[src/rtl/zmd_pkg.sv]
package zmd_pkg;
  typedef enum logic [2:0] {
    ST_IDLE,
    ST_RDL,
    ST_RDH,
    ST_MUL,
    ST_DIV,
    ST_WR,
    ST_FIN
  } zmd_state_e;
endpackage

[src/rtl/zmd_fsm.sv]
module zmd_fsm
  import zmd_pkg::*;
#(
  parameter int MUL_STEPS = 8,
  parameter int DIV_STEPS = 16
) (
  input  logic       clk,
  input  logic       rst_n,
  input  logic       start_i,
  input  logic       is_div_i,
  input  logic       dvs_zero_i,
  output zmd_state_e state_o,
  output logic       mul_load_o,
  output logic       div_load_o,
  output logic       mul_step_o,
  output logic       div_step_o
);
  localparam int CW = $clog2(DIV_STEPS + 1);

  zmd_state_e state_q, state_d;
  logic [CW-1:0] cnt_q, cnt_d;

  always_comb begin
    state_d = state_q;
    cnt_d   = cnt_q;
    unique case (state_q)
      ST_IDLE: if (start_i) state_d = ST_RDL;
      ST_RDL: begin
        cnt_d   = '0;
        state_d = is_div_i ? ST_RDH : ST_MUL;
      end
      ST_RDH: begin
        cnt_d   = '0;
        state_d = dvs_zero_i ? ST_FIN : ST_DIV;
      end
      ST_MUL: begin
        if (cnt_q == CW'(MUL_STEPS - 1)) state_d = ST_WR;
        else cnt_d = cnt_q + 1'b1;
      end
      ST_DIV: begin
        if (cnt_q == CW'(DIV_STEPS - 1)) state_d = ST_WR;
        else cnt_d = cnt_q + 1'b1;
      end
      ST_WR:   state_d = ST_FIN;
      ST_FIN:  state_d = ST_IDLE;
      default: state_d = ST_IDLE;
    endcase
  end

  always_ff @(posedge clk or negedge rst_n) begin
    if (!rst_n) begin
      state_q <= ST_IDLE;
      cnt_q   <= '0;
    end else begin
      state_q <= state_d;
      cnt_q   <= cnt_d;
    end
  end

  assign state_o    = state_q;
  assign mul_load_o = (state_q == ST_RDL) && !is_div_i;
  assign div_load_o = (state_q == ST_RDH) && !dvs_zero_i;
  assign mul_step_o = (state_q == ST_MUL);
  assign div_step_o = (state_q == ST_DIV);

  // a fetch state is only ever entered from idle
  a_r9_start_ignored: assert property (@(posedge clk) disable iff (!rst_n)
    (state_q != ST_IDLE) |=> (state_q != ST_RDL));
endmodule

[src/rtl/zmd_mul_core.sv]
module zmd_mul_core #(
  parameter int W = 8
) (
  input  logic         clk,
  input  logic         rst_n,
  input  logic         load_i,
  input  logic         step_i,
  input  logic [W-1:0] mcand_i,
  input  logic [W-1:0] mplier_i,
  output logic [2*W-1:0] prod_o
);
  logic [2*W-1:0] prod_q, prod_d;
  logic [W-1:0]   mcand_q, mcand_d;
  logic [W:0]     sum;

  always_comb begin
    sum     = {1'b0, prod_q[2*W-1:W]} + (prod_q[0] ? {1'b0, mcand_q} : '0);
    prod_d  = prod_q;
    mcand_d = mcand_q;
    if (load_i) begin
      prod_d  = {{W{1'b0}}, mplier_i};
      mcand_d = mcand_i;
    end else if (step_i) begin
      prod_d  = {sum, prod_q[W-1:1]};
    end
  end

  always_ff @(posedge clk or negedge rst_n) begin
    if (!rst_n) begin
      prod_q  <= '0;
      mcand_q <= '0;
    end else begin
      prod_q  <= prod_d;
      mcand_q <= mcand_d;
    end
  end

  assign prod_o = prod_q;
endmodule

[src/rtl/zmd_div_core.sv]
module zmd_div_core #(
  parameter int W = 8
) (
  input  logic           clk,
  input  logic           rst_n,
  input  logic           load_i,
  input  logic           step_i,
  input  logic [2*W-1:0] dvd_i,
  input  logic [W-1:0]   dvs_i,
  output logic [2*W-1:0] quo_o,
  output logic [W-1:0]   rem_o
);
  logic [2*W-1:0] quo_q, quo_d;
  logic [W-1:0]   rem_q, rem_d, dvs_q, dvs_d;
  logic [W:0]     trial, diff;
  logic           fits;

  always_comb begin
    trial = {rem_q, quo_q[2*W-1]};
    diff  = trial - {1'b0, dvs_q};
    fits  = (trial >= {1'b0, dvs_q});
    quo_d = quo_q;
    rem_d = rem_q;
    dvs_d = dvs_q;
    if (load_i) begin
      quo_d = dvd_i;
      rem_d = '0;
      dvs_d = dvs_i;
    end else if (step_i) begin
      quo_d = {quo_q[2*W-2:0], fits};
      rem_d = fits ? diff[W-1:0] : trial[W-1:0];
    end
  end

  always_ff @(posedge clk or negedge rst_n) begin
    if (!rst_n) begin
      quo_q <= '0;
      rem_q <= '0;
      dvs_q <= '0;
    end else begin
      quo_q <= quo_d;
      rem_q <= rem_d;
      dvs_q <= dvs_d;
    end
  end

  assign quo_o = quo_q;
  assign rem_o = rem_q;

  // partial remainder stays below the divisor after every step
  a_r3_rem_below_divisor: assert property (@(posedge clk) disable iff (!rst_n)
    step_i |=> (rem_q < dvs_q));
endmodule

[src/rtl/zp_muldiv.sv]
module zp_muldiv
  import zmd_pkg::*;
#(
  parameter int W = 8
) (
  input  logic           clk,
  input  logic           rst_n,
  input  logic           start_i,
  input  logic           op_div_i,
  input  logic           stk_page_i,
  input  logic [W-1:0]   acc_i,
  input  logic [W-1:0]   idx_i,
  input  logic [W-1:0]   sp_i,
  input  logic [W-1:0]   zp_base_i,
  input  logic [W-1:0]   mem_rdata_i,
  output logic [2*W-1:0] mem_addr_o,
  output logic [W-1:0]   mem_wdata_o,
  output logic           mem_we_o,
  output logic [W-1:0]   acc_o,
  output logic [W-1:0]   sp_o,
  output logic           done_o,
  output logic           divzero_o,
  output logic           ovf_o
);
  localparam int AW = 2 * W;

  zmd_state_e     state;
  logic           mul_load, div_load, mul_step, div_step;
  logic           accept;
  logic           op_q, page_q, dz_q, ovf_q;
  logic [W-1:0]   a_q, ptr_q, s_q, lo_q, acc_q, sp_q;
  logic [AW-1:0]  prod, quo;
  logic [W-1:0]   rem;

  assign accept = (state == ST_IDLE) && start_i;

  zmd_fsm #(.MUL_STEPS(W), .DIV_STEPS(AW)) u_fsm (
    .clk(clk), .rst_n(rst_n), .start_i(start_i), .is_div_i(op_q),
    .dvs_zero_i(a_q == '0), .state_o(state), .mul_load_o(mul_load),
    .div_load_o(div_load), .mul_step_o(mul_step), .div_step_o(div_step)
  );

  zmd_mul_core #(.W(W)) u_mul (
    .clk(clk), .rst_n(rst_n), .load_i(mul_load), .step_i(mul_step),
    .mcand_i(a_q), .mplier_i(mem_rdata_i), .prod_o(prod)
  );

  zmd_div_core #(.W(W)) u_div (
    .clk(clk), .rst_n(rst_n), .load_i(div_load), .step_i(div_step),
    .dvd_i({mem_rdata_i, lo_q}), .dvs_i(a_q), .quo_o(quo), .rem_o(rem)
  );

  // operand capture
  always_ff @(posedge clk or negedge rst_n) begin
    if (!rst_n) begin
      op_q <= 1'b0; page_q <= 1'b0;
      a_q <= '0; ptr_q <= '0; s_q <= '0; lo_q <= '0;
    end else begin
      if (accept) begin
        op_q   <= op_div_i;
        page_q <= stk_page_i;
        a_q    <= acc_i;
        ptr_q  <= zp_base_i + idx_i;
        s_q    <= sp_i;
      end
      if (state == ST_RDL) lo_q <= mem_rdata_i;
    end
  end

  // result registers
  always_ff @(posedge clk or negedge rst_n) begin
    if (!rst_n) begin
      acc_q <= '0; sp_q <= '0; dz_q <= 1'b0; ovf_q <= 1'b0;
    end else if (state == ST_WR) begin
      acc_q <= op_q ? quo[W-1:0] : prod[W-1:0];
      sp_q  <= s_q - 1'b1;
      dz_q  <= 1'b0;
      ovf_q <= op_q && (quo[AW-1:W] != '0);
    end else if ((state == ST_RDH) && (a_q == '0)) begin
      acc_q <= a_q;
      sp_q  <= s_q;
      dz_q  <= 1'b1;
      ovf_q <= 1'b0;
    end
  end

  always_comb begin
    mem_addr_o  = '0;
    mem_wdata_o = '0;
    mem_we_o    = 1'b0;
    unique case (state)
      ST_RDL: mem_addr_o = {{W{1'b0}}, ptr_q};
      ST_RDH: mem_addr_o = {{W{1'b0}}, ptr_q + 1'b1};
      ST_WR: begin
        mem_addr_o  = {{(W-1){1'b0}}, page_q, s_q};
        mem_wdata_o = op_q ? ~rem : prod[AW-1:W];
        mem_we_o    = 1'b1;
      end
      default: ;
    endcase
  end

  assign done_o    = (state == ST_FIN);
  assign divzero_o = done_o && dz_q;
  assign ovf_o     = done_o && ovf_q;
  assign acc_o     = acc_q;
  assign sp_o      = sp_q;

  // the stack write is followed by a single-cycle done
  a_r7_write_then_done: assert property (@(posedge clk) disable iff (!rst_n)
    mem_we_o |=> done_o);
  a_r7_done_single: assert property (@(posedge clk) disable iff (!rst_n)
    done_o |=> !done_o);
  // no write precedes a divide-by-zero completion
  a_r5_no_write_on_zero: assert property (@(posedge clk) disable iff (!rst_n)
    divzero_o |-> !$past(mem_we_o));
  // stack writes stay in page 0x00 or 0x01
  a_r6_stack_page: assert property (@(posedge clk) disable iff (!rst_n)
    mem_we_o |-> (mem_addr_o[AW-1:W+1] == '0));
  // overflow only accompanies a real divide completion
  a_r4_ovf_with_done: assert property (@(posedge clk) disable iff (!rst_n)
    ovf_o |-> (done_o && !divzero_o));
endmodule

[config.mk]
export PLATFORM = sky130hd
export DESIGN_NAME = zp_muldiv
export DESIGN_NICKNAME = d
export VERILOG_FILES = /design/src/rtl/zmd_pkg.sv /design/src/rtl/zmd_fsm.sv /design/src/rtl/zmd_mul_core.sv /design/src/rtl/zmd_div_core.sv /design/src/rtl/zp_muldiv.sv
export SDC_FILE = /design/constraint.sdc
export NUM_CORES = 1
export LEC_CHECK = 0
export ABC_AREA = 1
export CORE_UTILIZATION = 55
export CTS_BUF_LIST = sky130_fd_sc_hd__clkbuf_8
export CTS_CLUSTER_SIZE = 14
export DETAILED_ROUTE_END_ITERATION = 7
export PLACE_DENSITY = 0.82
export SYNTH_ARGS = -nofsm -noshare
export SYNTH_HDL_FRONTEND = slang
export SYNTH_SLANG_ARGS = --single-unit
[constraint.sdc]
create_clock -name clk -period 2.2 [get_ports clk]
set_input_delay 0.33 -clock clk [delete_from_list [all_inputs] [get_ports clk]]
set_output_delay 0.33 -clock clk [all_outputs]
set_load 0.03 [all_outputs]
Word-level counts from Yosys, hierarchy flattened
Index checks and enable logic that the tools add are counted.
{"block": "totals", "register_bits": 116, "word_cells": 87}
{"block": "op_classes", "n_bitwise": 1, "mux": 30, "order_cmp": 1, "add_sub_neg": 6, "n_reduce_logical": 19, "n_eq_ne": 13}
{"op": "$mux W8", "count": 11}
{"op": "$mux W16", "count": 4}
{"op": "$pmux W9 S3", "count": 1}
{"op": "$pmux W3 S6", "count": 1}
{"op": "$pmux W5 S3", "count": 1}
{"op": "$mux W5", "count": 2}
{"op": "$add A8 B9 Y9", "count": 1}
{"op": "$eq A3 B3 Y1 const B", "count": 3}
{"op": "$ge A9 B8 Y1", "count": 1}
{"op": "$mux W3", "count": 3}
{"op": "$add A8 B1 Y8 const B", "count": 1}
{"op": "$add A8 B8 Y8", "count": 1}
{"op": "$logic_not A8 Y1", "count": 1}
{"op": "$not A8 Y8", "count": 1}
{"op": "$reduce_bool A8 Y1", "count": 1}
{"op": "$sub A8 B1 Y8 const B", "count": 1}
{"op": "$sub A8 B8 Y8", "count": 1}
{"op": "$logic_and A1 B1 Y1", "count": 7}
{"op": "$eq A3 B2 Y1 const B", "count": 2}
{"op": "$mux W1", "count": 6}
{"op": "$ne A2 B2 Y1 const B", "count": 3}
{"op": "$reduce_and A3 Y1", "count": 2}
{"op": "$reduce_bool A2 Y1", "count": 3}
{"op": "$add A5 B1 Y5 const B", "count": 1}
{"op": "other kinds (9)", "count": 11}

Longest topological paths before layout
{"block": "depth", "depth_word": 4, "mapped_depth": 12, "depth_no_buf": 12}

By module
Synthesis repeated with hierarchy kept, for this count alone.
{"block": "hier_totals", "cells_unflattened": 899, "hier_area_um2": 6877.8}
{"mod": "zp_muldiv", "cells_each": 409, "n_inst": 1, "seq_area_each_um2": 1301.2, "area_each_um2": 3074.2}
{"mod": "zmd_div_core", "cells_each": 236, "n_inst": 1, "seq_area_each_um2": 800.8, "area_each_um2": 1873.0}
{"mod": "zmd_mul_core", "cells_each": 179, "n_inst": 1, "seq_area_each_um2": 600.6, "area_each_um2": 1397.6}
{"mod": "zmd_fsm", "cells_each": 75, "n_inst": 1, "seq_area_each_um2": 200.2, "area_each_um2": 533.0}

Worst setup path before layout
OpenSTA, ideal clock, no wires.
{"block": "synth_timing", "path_type": "reg2out", "startpoint": "register u_fsm.state_q[2] (netlist: u_fsm.state_o[2])", "endpoint": "output divzero_o", "stages_incl_launch_ff": 5, "arrival_time_ns": 1.759, "required_ns": 1.870, "slack_ns": 0.111, "path_buffers": 0, "cell_sequence": "dfrtp_1 inv_2 nor3_1 inv_1 nor2_1"}
{"block": "synth_between", "elab_chain_len": 2}
{"item": "start: declaration", "line": "zmd_fsm.sv:20", "source": "zmd_state_e state_q, state_d;"}
{"item": "start signal: assignment", "line": "zmd_fsm.sv:55", "source": "state_q <= state_d;"}
{"item": "$eq A3 B3 Y1", "line": "zp_muldiv.sv:103", "source": "assign done_o = (state == ST_FIN);"}
{"item": "named net done_o", "line": "zp_muldiv.sv:21", "source": "output logic done_o,"}
{"item": "$logic_and A1 B1 Y1", "line": "zp_muldiv.sv:104", "source": "assign divzero_o = done_o && dz_q;"}
{"item": "end: declaration", "line": "zp_muldiv.sv:22", "source": "output logic divzero_o,"}
The timed path passes the listed nets, and every way through them passes these cells.

Final worst setup path
{"block": "layout_timing", "startpoint": "register ptr_q[1]", "endpoint": "output mem_addr_o[6]"}
{"block": "layout_between", "elab_chain_len": 2}
{"item": "start: declaration", "line": "zp_muldiv.sv:31", "source": "logic [W-1:0] a_q, ptr_q, s_q, lo_q, acc_q, sp_q;"}
{"item": "start signal: assignment", "line": "zp_muldiv.sv:63", "source": "ptr_q <= zp_base_i + idx_i;"}
{"item": "$add A8 B1 Y8", "line": "zp_muldiv.sv:93", "source": "ST_RDH: mem_addr_o = {{W{1'b0}}, ptr_q + 1'b1};"}
{"item": "$pmux W9 S3", "line": "zp_muldiv.sv:91", "source": "unique case (state)"}
{"item": "end: declaration", "line": "zp_muldiv.sv:16", "source": "output logic [2*W-1:0] mem_addr_o,"}
Every way passes these cells.

==> flow_summary.json <==
{
  "drc": 4,
  "grt_pass1_wl_mm": 26.8,
  "r2r_slack_ns": 0.22,
  "wl_per_cell_um": 15.1,
  "synth_seq_area_share": 0.441,
  "via_count": 5986,
  "clock_latency_ns": 0.44,
  "synth_top_cell_area_share": 0.441,
  "seq_area_um2": 2910,
  "cts_buffers": 17,
  "core_area_um2": 11600,
  "grt_pass1_vias": 5680,
  "synthTopCellsByCount": "nand2_1, dfrtp_1, inv_1",
  "synth_edf_count": 0,
  "dp_cells": 1049,
  "antenna_cells": 0,
  "fillers": 938,
  "fin_hold_ws_ns": 0.404,
  "yosys_warnings": 0,
  "cts_root_buffer": "clkbuf_8",
  "total_power_mw": 12.0,
  "drt-vias-per-instance": 5.53,
  "status": "finished, violations left",
  "drtPass1Iterations": 7,
  "max-cap-violations": 0,
  "startpoint_type": "flop",
  "num_io_pins": 89,
  "end_kind": "output port",
  "cp.required_ns": 1.87,
  "setup_viol": 0,
  "io_buffers": 81,
  "synthTopCellsByArea": "dfrtp_1, nand2_1, inv_1",
  "initial_core_util": 0.569,
  "cp-startpoint": "ptr_q[1]",
  "fin_skew_ns": 0.00811,
  "multi_input_area_um2": 3120,
  "final-hold-violation-count": 0,
  "failed_checks": "design-rule violations",
  "ir_drop_mv": 0.857,
  "post-synth-top-count-cell": "nand2_1",
  "ant_nets": 0,
  "die_w_um": 111,
  "cp.buffers_inverters": 1,
  "fmax_ghz": 0.462,
  "p_per_area_nw_per_um2": 1500,
  "syn_area_per_cell_um2": 7.81,
  "final_cell_count_no_fill": 1082,
  "place_congestion": 0.875,
  "drive_gt1_frac": 0.114,
  "p_leak_nw": 3.95,
  "fin_nets": 1003,
  "period_minus_slack_ns": 2.17,
  "crit_arrival_ns": 1.84,
  "path_cells": "ha_2, nand3_2, nor2_1, nand2_1, a21oi_1, o21ai_1, o221ai_1, buf_4",
  "path_clk_slew_ns": 0.07,
  "finalCritPeriodShare": 0.984,
  "grt_max_degree": 50,
  "ys_types": 40,
  "hpwlAfterDp_mm": 11.6,
  "row_count": 39,
  "synth_top_area_cell": "dfrtp_1",
  "critical_path_class": "reg -> out",
  "reg2reg_to": "u_div.rem_o[7]",
  "grt.total_usage": 0.275,
  "ys_async_sr_fraction": 1.00,
  "crit_path_max_fanout": 4,
  "cp_top_family": "flip-flops",
  "synth_ff_type": "dfrtp_1",
  "reg2reg_depth": 10,
  "grt_antenna_before_repair": 0,
  "ys_ff_latch": 116,
  "htreeDepth": 4,
  "cpPeakStageDelay_ns": 0.41,
  "reg2reg_from": "u_div.rem_o[3]",
  "die_h_um": 111,
  "wl_mm": 16.4,
  "drt_iter0_markers": 415,
  "min-delay-path-class": "in -> async",
  "slowest_stage": "dfrtp_1",
  "dieArea_um2": 12400,
  "synth_cells": 843,
  "clock-sinks": 116,
  "setup_tns_ns": 0,
  "report.final.slew_viol_count": 0,
  "syn_to_final_growth_pct": 21.1,
  "gr-total-overflow": 0,
  "cts_tree": "built",
  "syn-cell-area_um2": 6580,
  "clockBufferDepth": 2,
  "rsz0062_at_grt": "yes"
}
==> repair_timing <==
action	in CTS	in global routing
gates cloned	0	0
hold buffers	1	0
endpoints found under the setup margin	11	18
hold endpoints to repair	34	0
pin swaps	0	5
resized for setup	12	23
buffers inserted	0	1
==> metal layers <==
metal | track usage | vias to the layer above | share of wire
met5 | 0 | - | 0
met4 | 0.121 | 0 | 0.022
met3 | 0.0702 | 31 | 0.063
met2 | 0.447 | 215 | 0.48
met1 | 0.350 | 2825 | 0.44
li1 | - | 2915 | -
==> registers in the layout (all words and copies together) (netlist names) <==
name,cells
u_div.rem_o,8
page_q,1
u_mul.mcand_q,8
u_div.dvs_q,8
a_q,8
u_fsm.cnt_q,5
dz_q,1
ptr_q,8
lo_q,8
ovf_q,1
u_fsm.state_o,3
sp_o,8
s_q,8
u_div.quo_o,16
op_q,1
u_mul.prod_o,16
acc_o,8
==> layout by cell type, fill, tap and decap left out, types with 2 or more instances in the layout <==
cell,count
xor2_1,7
bufinv_16,3
inv_1,109
a211oi_1,2
a21o_1,2
ha_1,27
nand2_2,4
conb_1,7
clkdlybuf4s50_1,59
o21a_1,2
dfrtp_1,114
clkbuf_2,2
nand3b_1,2
nand3_2,3
buf_12,2
fa_1,3
o221ai_1,11
xnor2_1,5
nand4_1,12
or2_2,4
nor2_2,3
dfrtp_2,2
clkinv_2,5
clkinvlp_4,2
inv_2,10
o21ai_1,16
nand2_1,222
nor3_1,4
a21oi_1,21
buf_4,30
nor2_1,33
o21ai_0,68
nor3_2,3
a211oi_2,4
o211ai_1,17
nand3_1,78
clkbuf_8,20
o22ai_1,4
==> where the power goes <==
group          switching [mW]  total [mW]  internal, mW
Sequential              0.726        3.82          3.10
Combinational            3.92        6.12          2.20
Clock                   0.856        2.04          1.19
==> through the flow <==
| stage | worst slack, ns | area [µm²] | util |
|---|---|---|---|
| after floorplan | 0.111 | 6610 | - |
| after global placement | 0.0932 | 7480 | 0.647 |
| after detailed placement | 0.0220 | 7480 | 0.647 |
| after CTS | -0.110 | 7930 | 0.685 |
| after global routing | -0.0850 | 7970 | 0.689 |
| final | 0.0346 | 7970 | 0.689 |
==> cell type report <==
type,count,area share
clock buffers,20,0.0345
clock inverters,11,0.0168
inverters,118,0.0556
multi-input cells,576,0.391
flip-flops and latches,116,0.364
well taps,143,0.0224
repair buffers,98,0.115
==> worst max-delay path by stage <==
| stage | slack [ns] | cells after the start | to |
|---|---|---|---|
| after global routing | -0.08 | 7 | mem_addr_o[7] |
| after global placement | 0.09 | 8 | mem_addr_o[0] |
| after floorplan | 0.11 | 4 | divzero_o |
| after CTS | -0.11 | 8 | mem_addr_o[0] |
| after detailed placement | 0.02 | 8 | mem_addr_o[0] |
| final | 0.03 | 8 | mem_addr_o[6] |
==> kinds of logic after synthesis <==
| kind of cell | count (synthesis) | synth area share |
|---|---|---|
| AOI/OAI and AO/OA | 154 | 0.140 |
| xor gates and xnor gates | 12 | 0.0160 |
| adders and majority gates | 31 | 0.0623 |
| buffers and inverters | 157 | 0.0992 |
| DFF | 116 | 0.441 |
| other | 1 | 0.000570 |
| and+or+nand+nor | 372 | 0.241 |
(Power assumes the default switching activity.)
